## config.mk

```make
export PLATFORM = sky130hd
export DESIGN_NAME = serq_gen
export DESIGN_NICKNAME = d
export VERILOG_FILES = /design/src/rtl/serq_pkg.sv /design/src/rtl/serq_rst_sync.sv /design/src/rtl/serq_flag.sv /design/src/rtl/serq_req.sv /design/src/rtl/serq_gen.sv
export SDC_FILE = /design/constraint.sdc
export NUM_CORES = 1
export LEC_CHECK = 0
export BUFFER_PORTS_ARGS = -buffer_cell sky130_fd_sc_hd__buf_2
export CORE_MARGIN = 8
export CORE_UTILIZATION = 52
export CTS_BUF_LIST = sky130_fd_sc_hd__clkbuf_4 sky130_fd_sc_hd__clkbuf_8
export DETAILED_ROUTE_END_ITERATION = 8
export PLACE_DENSITY_LB_ADDON = 0.08
export SLEW_MARGIN = 25
export SYNTH_ARGS = -nofsm -noshare
export SYNTH_HDL_FRONTEND = slang
export SYNTH_SLANG_ARGS = --single-unit
```

## constraint.sdc

```tcl
create_clock -name clk -period 1 [get_ports clk]
set_input_delay 0 -clock clk [delete_from_list [all_inputs] [get_ports clk]]
set_output_delay 0 -clock clk [all_outputs]
set_load 0.05 [all_outputs]
```

## src/rtl/serq_pkg.sv

```systemverilog
package serq_pkg;
  localparam int unsigned NFLAG   = 6;
  localparam int unsigned F_TXSP  = 0;
  localparam int unsigned F_RXFL  = 1;
  localparam int unsigned F_RXDR  = 2;
  localparam int unsigned F_BRK   = 3;
  localparam int unsigned F_OVR   = 4;
  localparam int unsigned F_RXER  = 5;
endpackage

```

## src/rtl/serq_rst_sync.sv

```systemverilog
module serq_rst_sync #(
  parameter int unsigned STAGES = 2
) (
  input  logic clk,
  input  logic rst_n,
  output logic rst_n_sync
);
  logic [STAGES-1:0] sh_q;
  always_ff @(posedge clk or negedge rst_n) begin
    if (!rst_n) sh_q <= '0;
    else        sh_q <= {sh_q[STAGES-2:0], 1'b1};
  end
  assign rst_n_sync = sh_q[STAGES-1];
endmodule

```

## src/rtl/serq_flag.sv

```systemverilog
module serq_flag (
  input  logic clk,
  input  logic rst_n,
  input  logic set_i,
  input  logic rd_i,
  input  logic wr_i,
  input  logic wbit_i,
  input  logic dma_clr_i,
  output logic flag_o
);
  logic flag_q, flag_d;
  logic arm_q, arm_d;
  logic clr;

  always_comb begin
    clr    = (wr_i & ~wbit_i & arm_q) | dma_clr_i;
    flag_d = set_i | (flag_q & ~clr);
    arm_d  = flag_d & ((arm_q & ~clr) | (rd_i & flag_q)) & ~set_i;
    if (set_i & flag_q) arm_d = flag_d & ((arm_q & ~clr) | rd_i);
  end

  always_ff @(posedge clk or negedge rst_n) begin
    if (!rst_n) begin
      flag_q <= 1'b0;
      arm_q  <= 1'b0;
    end else begin
      flag_q <= flag_d;
      arm_q  <= arm_d;
    end
  end

  assign flag_o = flag_q;

  // a set event always leaves the flag set
  p_set_wins_r9: assert property (@(posedge clk) disable iff (!rst_n)
    set_i |=> flag_q);
  // a write of 1 with no DMA clear keeps a set flag
  p_write1_keeps_r8: assert property (@(posedge clk) disable iff (!rst_n)
    (wr_i & wbit_i & ~dma_clr_i & flag_q) |=> flag_q);
  // an unarmed flag survives a write of 0
  p_unarmed_keeps_r8: assert property (@(posedge clk) disable iff (!rst_n)
    (flag_q & ~arm_q & ~dma_clr_i) |=> flag_q);
endmodule

```

## src/rtl/serq_req.sv

```systemverilog
module serq_req
  import serq_pkg::*;
(
  input  logic             clk,
  input  logic             rst_n,
  input  logic [NFLAG-1:0] flag_i,
  input  logic             en_tx,
  input  logic             en_rx,
  input  logic             en_err,
  input  logic             async_mode,
  output logic             irq_tx,
  output logic             irq_rx,
  output logic             irq_err,
  output logic             irq_brk,
  output logic             dreq_tx,
  output logic             dreq_rx
);
  logic rx_src, err_gate;
  logic irq_tx_d, irq_rx_d, irq_err_d, irq_brk_d, dreq_tx_d, dreq_rx_d;

  always_comb begin
    rx_src    = flag_i[F_RXFL] | (async_mode & flag_i[F_RXDR]);
    err_gate  = en_rx | en_err;
    irq_tx_d  = en_tx & flag_i[F_TXSP];
    dreq_tx_d = flag_i[F_TXSP];
    irq_rx_d  = en_rx & rx_src;
    dreq_rx_d = rx_src;
    irq_err_d = err_gate & flag_i[F_RXER];
    irq_brk_d = err_gate & (flag_i[F_BRK] | flag_i[F_OVR]);
  end

  always_ff @(posedge clk or negedge rst_n) begin
    if (!rst_n) begin
      irq_tx  <= 1'b0;
      irq_rx  <= 1'b0;
      irq_err <= 1'b0;
      irq_brk <= 1'b0;
      dreq_tx <= 1'b0;
      dreq_rx <= 1'b0;
    end else begin
      irq_tx  <= irq_tx_d;
      irq_rx  <= irq_rx_d;
      irq_err <= irq_err_d;
      irq_brk <= irq_brk_d;
      dreq_tx <= dreq_tx_d;
      dreq_rx <= dreq_rx_d;
    end
  end

  p_irq_tx_r3: assert property (@(posedge clk) disable iff (!rst_n)
    (en_tx & flag_i[F_TXSP]) |=> irq_tx);
  p_dreq_tx_r4: assert property (@(posedge clk) disable iff (!rst_n)
    flag_i[F_TXSP] |=> dreq_tx);
  p_irq_rx_mask_r5: assert property (@(posedge clk) disable iff (!rst_n)
    !en_rx |=> !irq_rx);
  p_sync_dr_ignored_r6: assert property (@(posedge clk) disable iff (!rst_n)
    (!async_mode & !flag_i[F_RXFL]) |=> !dreq_rx);
  p_err_mask_r7: assert property (@(posedge clk) disable iff (!rst_n)
    (!en_rx & !en_err) |=> (!irq_err & !irq_brk));
  p_brk_src_r7: assert property (@(posedge clk) disable iff (!rst_n)
    (en_err & flag_i[F_OVR]) |=> irq_brk);
endmodule

```

## src/rtl/serq_gen.sv

```systemverilog
module serq_gen
  import serq_pkg::*;
#(
  parameter int unsigned RST_STAGES = 2
) (
  input  logic             clk,
  input  logic             rst_n,
  input  logic             ev_tx_space,
  input  logic             ev_rx_full,
  input  logic             ev_rx_ready,
  input  logic             ev_break,
  input  logic             ev_overrun,
  input  logic             ev_rx_err,
  input  logic             en_tx,
  input  logic             en_rx,
  input  logic             en_err,
  input  logic             async_mode,
  input  logic             rd_en,
  input  logic             wr_en,
  input  logic [NFLAG-1:0] wr_data,
  input  logic             dma_tx_ack,
  input  logic             dma_rx_ack,
  output logic [NFLAG-1:0] stat_o,
  output logic             irq_tx,
  output logic             irq_rx,
  output logic             irq_err,
  output logic             irq_brk,
  output logic             dreq_tx,
  output logic             dreq_rx
);
  logic             rst_n_s;
  logic [NFLAG-1:0] ev_vec;
  logic [NFLAG-1:0] dma_clr;
  logic [NFLAG-1:0] flags;

  serq_rst_sync #(.STAGES(RST_STAGES)) u_rst (
    .clk(clk), .rst_n(rst_n), .rst_n_sync(rst_n_s)
  );

  always_comb begin
    ev_vec          = '0;
    ev_vec[F_TXSP]  = ev_tx_space;
    ev_vec[F_RXFL]  = ev_rx_full;
    ev_vec[F_RXDR]  = ev_rx_ready;
    ev_vec[F_BRK]   = ev_break;
    ev_vec[F_OVR]   = ev_overrun;
    ev_vec[F_RXER]  = ev_rx_err;
    dma_clr         = '0;
    dma_clr[F_TXSP] = dma_tx_ack;
    dma_clr[F_RXFL] = dma_rx_ack;
    dma_clr[F_RXDR] = dma_rx_ack;
  end

  for (genvar g = 0; g < NFLAG; g++) begin : g_flag
    serq_flag u_flag (
      .clk      (clk),
      .rst_n    (rst_n_s),
      .set_i    (ev_vec[g]),
      .rd_i     (rd_en),
      .wr_i     (wr_en),
      .wbit_i   (wr_data[g]),
      .dma_clr_i(dma_clr[g]),
      .flag_o   (flags[g])
    );
  end

  serq_req u_req (
    .clk       (clk),
    .rst_n     (rst_n_s),
    .flag_i    (flags),
    .en_tx     (en_tx),
    .en_rx     (en_rx),
    .en_err    (en_err),
    .async_mode(async_mode),
    .irq_tx    (irq_tx),
    .irq_rx    (irq_rx),
    .irq_err   (irq_err),
    .irq_brk   (irq_brk),
    .dreq_tx   (dreq_tx),
    .dreq_rx   (dreq_rx)
  );

  assign stat_o = flags;

  // a DMA ack without a new event removes the tx flag
  p_dma_tx_clr_r10: assert property (@(posedge clk) disable iff (!rst_n_s)
    (dma_tx_ack & ~ev_tx_space) |=> !stat_o[F_TXSP]);
endmodule

```

Yosys cells after proc, flatten, opt, wreduce, memory -nomap -nowiden
Cells that the tools add are included.

word-level totals
  output and inout port bits = 12
  flip-flop bits (word level) = 20
  bits of input ports = 22
  word-level logic and storage cells = 126

operators by class
  multiplexer cells = 6
  bitwise operators = 101

operator list
  operator           count
  1-bit AND          59
  1-bit bitwise OR   24
  1-bit inverter     18
  1-bit two-way mux  6

Logic depth before layout (Yosys ltp)
Gate-level depths: netlist of run 1.

  word-level depth = 10
  depth in mapped cells = 3
  gate-level depth less buffers = 3

Modules after synthesis
From an unflattened synthesis of run 1, not the netlist that was laid out.

unflattened totals
  cell total of the unflattened synthesis = 63
  area total of the unflattened synthesis = 799.5 um^2

modules (own cells, without submodules)
  module         seq. area each (um^2)  cells an instance  area an instance (um^2)  instances
  serq_flag      50.0                   8                  92.6                     6
  serq_req       150.1                  11                 186.4                    1
  serq_rst_sync  50.0                   3                  53.8                     1
  serq_gen       0.0                    1                  3.8                      1

Least setup slack after synthesis of run 1
No wires, ideal clock.

  kind = reg-to-reg
  start = register g_flag[3].u_flag.arm_q
  end = register g_flag[3].u_flag.flag_q
  slack = 0.072 ns
  path buffers = 0
  arrival time = 0.810 ns
  clock period less this slack = 0.928 ns
  required time = 0.882 ns
  library setup time = 0.118 ns
  cell stages (with the launch flop) = 4
  path through = dfrtp_1 > inv_1 > or3_1 > a21o_1

between the ends
  longest elaborated chain between the ends = 4

RTL lines
  what                               RTL line         RTL
  start, declared                    serq_flag.sv:12  logic arm_q, arm_d;
  start signal, assigned             serq_flag.sv:28  arm_q <= arm_d;
  1-bit AND                          serq_flag.sv:16  clr = (wr_i & ~wbit_i & arm_q) | dma_clr_i;
  1-bit inverter                     serq_flag.sv:17  flag_d = set_i | (flag_q & ~clr);
  1-bit AND                          serq_flag.sv:17
  1-bit bitwise OR                   serq_flag.sv:17
  named net g_flag[3].u_flag.flag_d  serq_flag.sv:11  logic flag_q, flag_d;
  end signal, assigned               serq_flag.sv:27  flag_q <= flag_d;
  end, declared                      serq_flag.sv:11

The timed path passes the listed nets, and every way through them passes these cells.

Worst setup path in the final report of run 1
  start = input wr_data[3]
  end = register g_flag[3].u_flag.flag_q

between the ends
  longest elaborated chain between the ends = 6

RTL lines
  what                               RTL line         RTL
  start, declared                    serq_gen.sv:20   input logic [NFLAG-1:0] wr_data,
  1-bit inverter                     serq_flag.sv:16
  1-bit AND (2 in a row)             serq_flag.sv:16
  1-bit inverter                     serq_flag.sv:17
  1-bit AND                          serq_flag.sv:17
  1-bit bitwise OR                   serq_flag.sv:17
  named net g_flag[3].u_flag.flag_d  serq_flag.sv:11

The timed path passes the listed nets, and every way through them passes these cells.

==> metrics.yaml, run 1 <==
antenna_found_initial: 0
first_pass_iters: 4
htreeDepth: 1
min_path_type: "in2reg"
areaGrowthSynthToFinish_pct: 50.3
rsz0062_at_grt: "true"
drv_slew: 0
grt_max_degree: 13
syn_nets: 94
synth-seq-cells: 20
power_density_nw_per_um2: 1660
final.period_utilization: 0.984
cp_max_fo: 2
status: "finished with violations"
seqCellArea_um2: 500
drt_iter0_markers: 13
die_h_um: 55.7
cts_tree: "done"
yosysMostFrequentCell: "dfrtp_1"
routed_wl_um: 2040
endpoint_kind: "flop"
start_util: 0.550
synthDistinctLibCells: 20
clkSlewWorstSetupHoldPaths_ps: 120
ys.flop_type: "dfrtp_1"
synth_area_um2: 818
drc: 0
synth_commonest_cells: "dfrtp_1 (20), o21ai_0 (8), buf_4 (6), inv_1 (6), a21boi_0 (5)"
instances_no_fill: 138
async_flop_share: 1.00
yosys_warnings: 0
path_cells: "dlygate4sd3_1 > buf_2 > or3_1 > a21o_1"
grt_overflow: 0
num_vias: 700
ys_seq_area_frac: 0.612
dp.cells: 117
synthCells: 72
cts.sinks: 20
vias_per_cell: 5.07
wl_per_cell_um: 14.8
fillCellCount: 91
die_area_um2: 3100
postSynthAreaPerCell_um2: 11.4
hold_ws_ps: -4.48
hold_viol: 1
grtUsageTotal: 0.139
synth-edff-count: 0
arrival_ps: 1190
setup_violations: 0
insertion_delay_ps: 310
fmax_mhz: 1020
ant_nets: 0
cts_made_buffers: 3
period_needed_ps: 984
synth_largest_area_cell: "dfrtp_1"
antenna_cells: 0
final_cell_area_um2: 1230
grt_pass1_vias: 760
critPathKind: "in2reg"
ios: 34
skew_ps: 6.80
rows: 14
maxCapViolCount: 0
routabilityCongestion: 0.699
core_um2: 1490
portBuffers: 33
grt_pass1_wl_um: 3480
slowest_stage: "dlygate4sd3_1"
violations: "hold timing"
synth_area_leaders: "dfrtp_1 (61%), buf_4 (5.5%), o21ai_0 (4.9%), a21boi_0 (4.6%), a21o_1 (3.7%)"
multi_input_area_um2: 246
cts.path.max_buffers: 2
cts-root-buf: "clkbuf_4"
ir_drop_mv: 1.43
finalNetCount: 145
max_stage_delay_ps: 530
synth_top_area_frac: 0.612
p_leak_uw: 0.000588
worst_setup_path_start_kind: "input pin"
die_x_um: 55.7
dp_hpwl_um: 1410
drive_gt1_frac: 0.361
cp.required_ps: 1210
post_dp_cell_area_um2: 986
## flip-flops by register name (all words and copies together) (netlist names)
name and count:
g_flag.u_flag.arm_q 6, g_flag.u_flag.flag_o 6, u_rst.sh_q 2, u_req.dreq_rx 1, u_req.dreq_tx 1, u_req.irq_brk 1, u_req.irq_err 1, u_req.irq_rx 1
u_req.irq_tx 1
## cell type report
| class | instances | share of cell area |
|---|---|---|
| clock buffer | 3 | 0.0183 |
| clock inverter | 1 | 0.0244 |
| inverter | 7 | 0.0214 |
| multi-input combinational | 39 | 0.200 |
| sequential | 20 | 0.407 |
| tap | 16 | 0.0163 |
| timing repair buffer | 52 | 0.312 |
## cell families after synthesis
logic type | Yosys count | synth area share
AO/OA/AOI/OAI | 25 | 0.211
flip-flops | 20 | 0.612
AND/OR/NAND/NOR | 13 | 0.0856
buffers and inverters | 13 | 0.0871
other | 1 | 0.00458
## power breakdown
part	switching (uW)	leakage (uW)	total [uW]	internal (uW)
logic	257	0.000337	446	189
registers	46.8	0.000224	932	885
clock network	262	0.0000279	667	405
## final timing paths
check / start / end / slack (ps) / cells past startpoint
min: wr_data[5] / g_flag[5].u_flag.flag_o / -4 / 3
max in group asynchronous: rst_n / u_rst.sh_q[1] / 380 / 3
max reg2reg: g_flag[3].u_flag.arm_q / g_flag[3].u_flag.flag_o / 20 / 3
max: wr_data[3] / g_flag[3].u_flag.flag_o / 20 / 4
min reg2reg: u_rst.sh_q[1] / g_flag[1].u_flag.arm_q / 140 / 0
min in group asynchronous: u_rst.sh_q[1] / g_flag[1].u_flag.arm_q / 140 / 0
## per-stage QoR
step           setup WS (ps)  power [uW]  setup TNS (ps)   util
2_1_floorplan           72.4        1210               0      -
3_3_place_gp            64.2        1310               0  0.662
3_5_place_dp            35.8        1320               0  0.662
4_1_cts                 2.15        2030               0  0.808
5_1_grt                -40.8        2130           -63.5  0.826
6_report                15.5        2050               0  0.826
## critical path, delay by kind of cell
kind,cells,cell delay [ps]
AND/OR/NAND/NOR,1,340
buffers and inverters,2,660
AO/OA/AOI/OAI,1,180
## metal layers
metal,wire length [um],vias up,global-route usage
li1,-,343,-
met1,846,329,0.141
met2,1030,22,0.240
met3,112,6,0.0457
met4,55,0,0.0810
met5,0,-,0
## repair_timing
item / CTS / global route
setup endpoints to repair: 4 / 7
pin swaps: 0 / 2
gates resized for setup: 5 / 6
hold endpoints to repair: 14 / 0
hold buffers: 15 / 0
buffers inserted: 0 / 2
## placed cells by master (no fill, tap or decap), drive strengths merged, types with 2 or more instances in the layout
cell type    synthesis  routed
and2                 2       2
nor2                 4       4
clkbuf               0       3
nand3b               2       2
dfrtp               20      20
inv                  7       7
a31o                 2       2
buf                  6      37
a21o                 4       4
o21ai                8       8
dlygate4sd3          0      15
or3                  3       3
o211ai               2       2
a21boi               5       5
Power figures use the tool's default switching activity.
==> run 2, diff against run 1 <==
--- a/config.mk
+++ b/config.mk
@@ -10,7 +10,7 @@
 export CORE_UTILIZATION = 52
 export CTS_BUF_LIST = sky130_fd_sc_hd__clkbuf_4 sky130_fd_sc_hd__clkbuf_8
 export DETAILED_ROUTE_END_ITERATION = 8
-export PLACE_DENSITY_LB_ADDON = 0.08
+export PLACE_DENSITY_LB_ADDON = 0.3
 export SLEW_MARGIN = 25
 export SYNTH_ARGS = -nofsm -noshare
 export SYNTH_HDL_FRONTEND = slang
==> metrics.yaml, run 2 (synthesis results as in run 1) <==
status: "finished, final reports clean"
rows: 14
routed_wl_um: 2000
period_needed_ps: 972
p_leak_uw: 0.000570
worst_setup_path_start_kind: "flop"
die_area_um2: 3100
areaGrowthSynthToFinish_pct: 44.3
grt_pass1_wl_um: 3250
cts_tree: "done"
clkSlewWorstSetupHoldPaths_ps: 100
min_path_type: "in2reg"
power_density_nw_per_um2: 1530
cts_setup_buffers: 0
ios: 34
wl_per_cell_um: 14.8
multi_input_area_um2: 254
ant_nets: 0
grtUsageTotal: 0.124
cp.required_ps: 1180
cts.sinks: 20
drv_slew: 0
instances_no_fill: 135
fillCellCount: 81
fin_util: 0.793
endpoint_kind: "flop"
critPathKind: "reg2reg"
insertion_delay_ps: 290
first_pass_iters: 4
grt_overflow: 0
comb_power_share: 0.239
final.period_utilization: 0.972
die_h_um: 55.7
p_sw_frac: 0.293
rsz0062_at_grt: "true"
skew_ps: 5.61
hold_ws_ps: 18.6
power_frac_seq: 0.515
grt_pass1_vias: 757
drc: 0
htreeDepth: 1
arrival_ps: 1160
drt_iter0_markers: 18
vias_per_cell: 5.30
setup_violations: 0
finalNetCount: 142
cts-root-buf: "clkbuf_4"
drive_gt1_frac: 0.370
cts_made_buffers: 3
grt_max_degree: 12
antenna_cells: 0
final_common_cell: "buf_2"
die_x_um: 55.7
cts.path.max_buffers: 2
ir_drop_mv: 1.22
routabilityCongestion: 0.749
maxCapViolCount: 0
clkPwrFrac: 0.246
p_sw_uw: 531
antenna_found_initial: 0
cp_max_fo: 2
dp_hpwl_um: 1410
portBuffers: 33
fmax_mhz: 1030
intPower_uw: 1280
start_util: 0.550
core_um2: 1490
seqCellArea_um2: 500
num_vias: 715
dp.cells: 118
hold_viol: 0
final_cell_mix: "buf_2 (27), dfrtp_1 (20), dlygate4sd3_1 (13)"
==> run 2: changes by cell type in the layout (fill, tap and decap cells not counted), sizes merged <==
cell and delta:
clkbuf +3, dlygate4sd3 -2, bufinv -1, buf -3
==> run 2: metrics by stage <==
step	TNS [ps]	area, um^2	total power, uW	setup WS, ps
6_report	0	1180	1810	28.4
5_1_grt	-62.4	1180	1890	-29.0
4_1_cts	0	1150	1800	1.69
3_5_place_dp	0	981	1320	29.2
3_3_place_gp	0	981	1300	63.1
2_1_floorplan	0	818	1210	72.4
==> run 2: path summary, 6_finish.rpt <==
| kind | start | endpoint | slack [ps] | cells after the start |
|---|---|---|---|---|
| min in group asynchronous | u_rst.sh_q[1] | g_flag[5].u_flag.arm_q | 180 | 1 |
| setup reg to reg | g_flag[4].u_flag.arm_q | g_flag[4].u_flag.flag_o | 30 | 3 |
| max in group asynchronous | rst_n | u_rst.sh_q[1] | 330 | 3 |
| hold reg to reg | u_rst.sh_q[1] | g_flag[5].u_flag.arm_q | 180 | 1 |
| hold / removal | wr_data[3] | g_flag[3].u_flag.flag_o | 20 | 3 |
| setup / recovery | g_flag[4].u_flag.arm_q | g_flag[4].u_flag.flag_o | 30 | 3 |
==> run 2: worst max-delay path, cell delays in order (launching register included) <==
cell,delay [ps]
dfrtp_1,350
inv_1,40
or3_1,300
a21o_1,180
==> run 2: layer usage <==
| metal | vias up | GRT usage | part of all wire | wire length [um] |
|---|---|---|---|---|
| met5 | - | 0 | 0 | 0 |
| met4 | 0 | 0.0563 | 0.023 | 46 |
| met3 | 10 | 0.0525 | 0.11 | 211 |
| met2 | 43 | 0.213 | 0.48 | 970 |
| met1 | 328 | 0.126 | 0.39 | 775 |
| li1 | 334 | - | - | - |
==> run 2: repair_timing <==
action,4_1_cts,5_1_grt
setup endpoints to repair,1,10
pin swaps,0,2
hold endpoints to repair,14,0
hold buffers,13,0
gates resized for setup,2,11
==> run 2: final cells by class <==
class,instances,share of cell area
Sequential cell,20,0.424
Timing Repair Buffer,49,0.291
Multi-Input combinational cell,39,0.215
Clock buffer,4,0.0307
Inverter,7,0.0222
Tap cell,16,0.0169
==> run 2: power groups by stage <==
stage	registers, uW	logic (uW)	clock network, uW
after floorplan	1010	194	0
after global placement	939	363	0
after detailed placement	944	372	0
after CTS	929	417	454
after global routing	941	466	486
final	933	434	446
==> run 3, diff against run 2 <==
--- a/config.mk
+++ b/config.mk
@@ -6,11 +6,12 @@
 export NUM_CORES = 1
 export LEC_CHECK = 0
 export BUFFER_PORTS_ARGS = -buffer_cell sky130_fd_sc_hd__buf_2
+export CAP_MARGIN = 0
 export CORE_MARGIN = 8
 export CORE_UTILIZATION = 52
 export CTS_BUF_LIST = sky130_fd_sc_hd__clkbuf_4 sky130_fd_sc_hd__clkbuf_8
 export DETAILED_ROUTE_END_ITERATION = 8
-export PLACE_DENSITY_LB_ADDON = 0.3
+export PLACE_DENSITY = 0.95
 export SLEW_MARGIN = 25
 export SYNTH_ARGS = -nofsm -noshare
 export SYNTH_HDL_FRONTEND = slang
==> metrics.yaml, run 3 (synthesis results as in run 1) <==
power_density_nw_per_um2: 1500
clkSlewWorstSetupHoldPaths_ps: 100
portBuffers: 33
setup_violations: 0
hold_viol: 0
grt_pass1_vias: 794
p_sw_frac: 0.307
final_cell_mix: "buf_2 (27), dfrtp_1 (20), dlygate4sd3_1 (12)"
grt_overflow: 0
final_common_cell: "buf_2"
ant_nets: 0
power_frac_seq: 0.545
drv_slew: 0
die_area_um2: 3100
rows: 14
crit_family: "flip-flops"
ir_drop_mv: 0.856
rsz0062_at_grt: "true"
p_sw_uw: 528
p_leak_uw: 0.000551
die_x_um: 55.7
grt_pass1_wl_um: 3410
period_needed_ps: 976
clkPwrFrac: 0.209
drive_gt1_frac: 0.362
grtUsageTotal: 0.134
grt_max_degree: 13
instances_no_fill: 133
cts_tree: "done"
fmax_mhz: 1020
comb_power_share: 0.246
num_vias: 708
cts_setup_buffers: 0
insertion_delay_ps: 290
arrival_ps: 1170
r2r_start: "g_flag[5].u_flag.arm_q"
cts_made_buffers: 3
first_pass_iters: 4
drt_iter0_markers: 20
cts-root-buf: "clkbuf_4"
min_path_type: "in2async"
areaGrowthSynthToFinish_pct: 39.9
r2r-end: "g_flag[5].u_flag.flag_o"
drc: 0
endpoint_kind: "flop"
routed_wl_um: 2120
die_h_um: 55.7
htreeDepth: 1
seqCellArea_um2: 500
path_cells: "inv_1 > or3_1 > a21o_1"
fillCellCount: 100
dp_hpwl_um: 1550
cp_max_fo: 2
intPower_uw: 1190
maxCapViolCount: 0
status: "finished, final reports clean"
highest_layer: "met4"
worst_setup_path_start_kind: "flop"
fin_tns_setup_ps: 0
final.period_utilization: 0.976
skew_ps: 4.91
cts.sinks: 20
multi_input_area_um2: 254
wl_met1_um: 818
cts.path.max_buffers: 2
ff2ff_path_depth: 3
critPathKind: "reg2reg"
antenna_found_initial: 1
max_stage_delay_ps: 360
worst-path-buf-inv: 1
routabilityCongestion: 0.723
ios: 34
met3WireLength_um: 135
wl_per_cell_um: 16.0
route.met2.wl_um: 1130
cp.required_ps: 1190
slowest_stage: "dfrtp_1"
start_util: 0.550
dp.cells: 117
vias_per_cell: 5.32
finalNetCount: 140
core_um2: 1490
r2r_setup_slack_ps: 20
==> run 3: changes by cell type in the layout (fill, tap and decap cells not counted), sizes merged <==
cell,before,now
diode,0,1
dlygate4sd3,13,12
buf,34,32
==> run 3: final cells by class <==
class,instances,area share
diodes,1,0.00219
inverters,7,0.0230
clock buffers,3,0.0197
multi-input cells,39,0.222
flip-flops and latches,20,0.437
repair buffers,47,0.279
well taps,16,0.0175
==> run 3: worst max path at each step <==
stage / to / startpoint / slack (ps) / depth (start not counted)
2_1_floorplan: g_flag[3].u_flag.flag_o / g_flag[3].u_flag.arm_q / 70 / 3
5_1_grt: g_flag[5].u_flag.flag_o / g_flag[5].u_flag.arm_q / -30 / 3
3_3_place_gp: g_flag[3].u_flag.flag_o / g_flag[3].u_flag.arm_q / 70 / 3
3_5_place_dp: g_flag[4].u_flag.flag_o / g_flag[4].u_flag.arm_q / 20 / 3
4_1_cts: stat_o[0] / g_flag[0].u_flag.flag_o / 0.5 / 2
6_report: g_flag[5].u_flag.flag_o / g_flag[5].u_flag.arm_q / 20 / 3
==> run 3: metrics by stage <==
step | util | power (uW) | setup slack (ps) | hold slack [ps] | cell area [um^2]
detailed placement | 0.654 | 1320 | 19.3 | -212 | 973
CTS | 0.751 | 1700 | 0.478 | 3.25 | 1120
global placement | 0.654 | 1300 | 69.7 | -214 | 973
floorplan | - | 1210 | 72.4 | -296 | 818
global route | 0.769 | 1790 | -29.6 | 5.72 | 1140
finish | 0.769 | 1720 | 23.6 | 6.92 | 1140
==> run 3: power by group through the flow <==
stage                     Clock [uW]  Sequential (uW)  Combinational (uW)
after floorplan                    0             1010                 194
after global placement             0              943                 354
after detailed placement           0              952                 368
after CTS                        363              935                 407
after global routing             395              948                 451
final                            358              936                 424
==> run 3: per-layer routing <==
metal	up-vias	global-route usage
met5	-	0
met4	0	0.0599
met3	4	0.0479
met2	28	0.244
met1	344	0.132
li1	332	-
==> run 3: repair_timing <==
item | CTS | global route
endpoints found under the hold margin | 14 | 0
endpoints found under the setup margin | 1 | 10
cloned | 0 | 0
resized for setup | 1 | 9
hold buffers | 12 | 0
pin swaps | 0 | 2
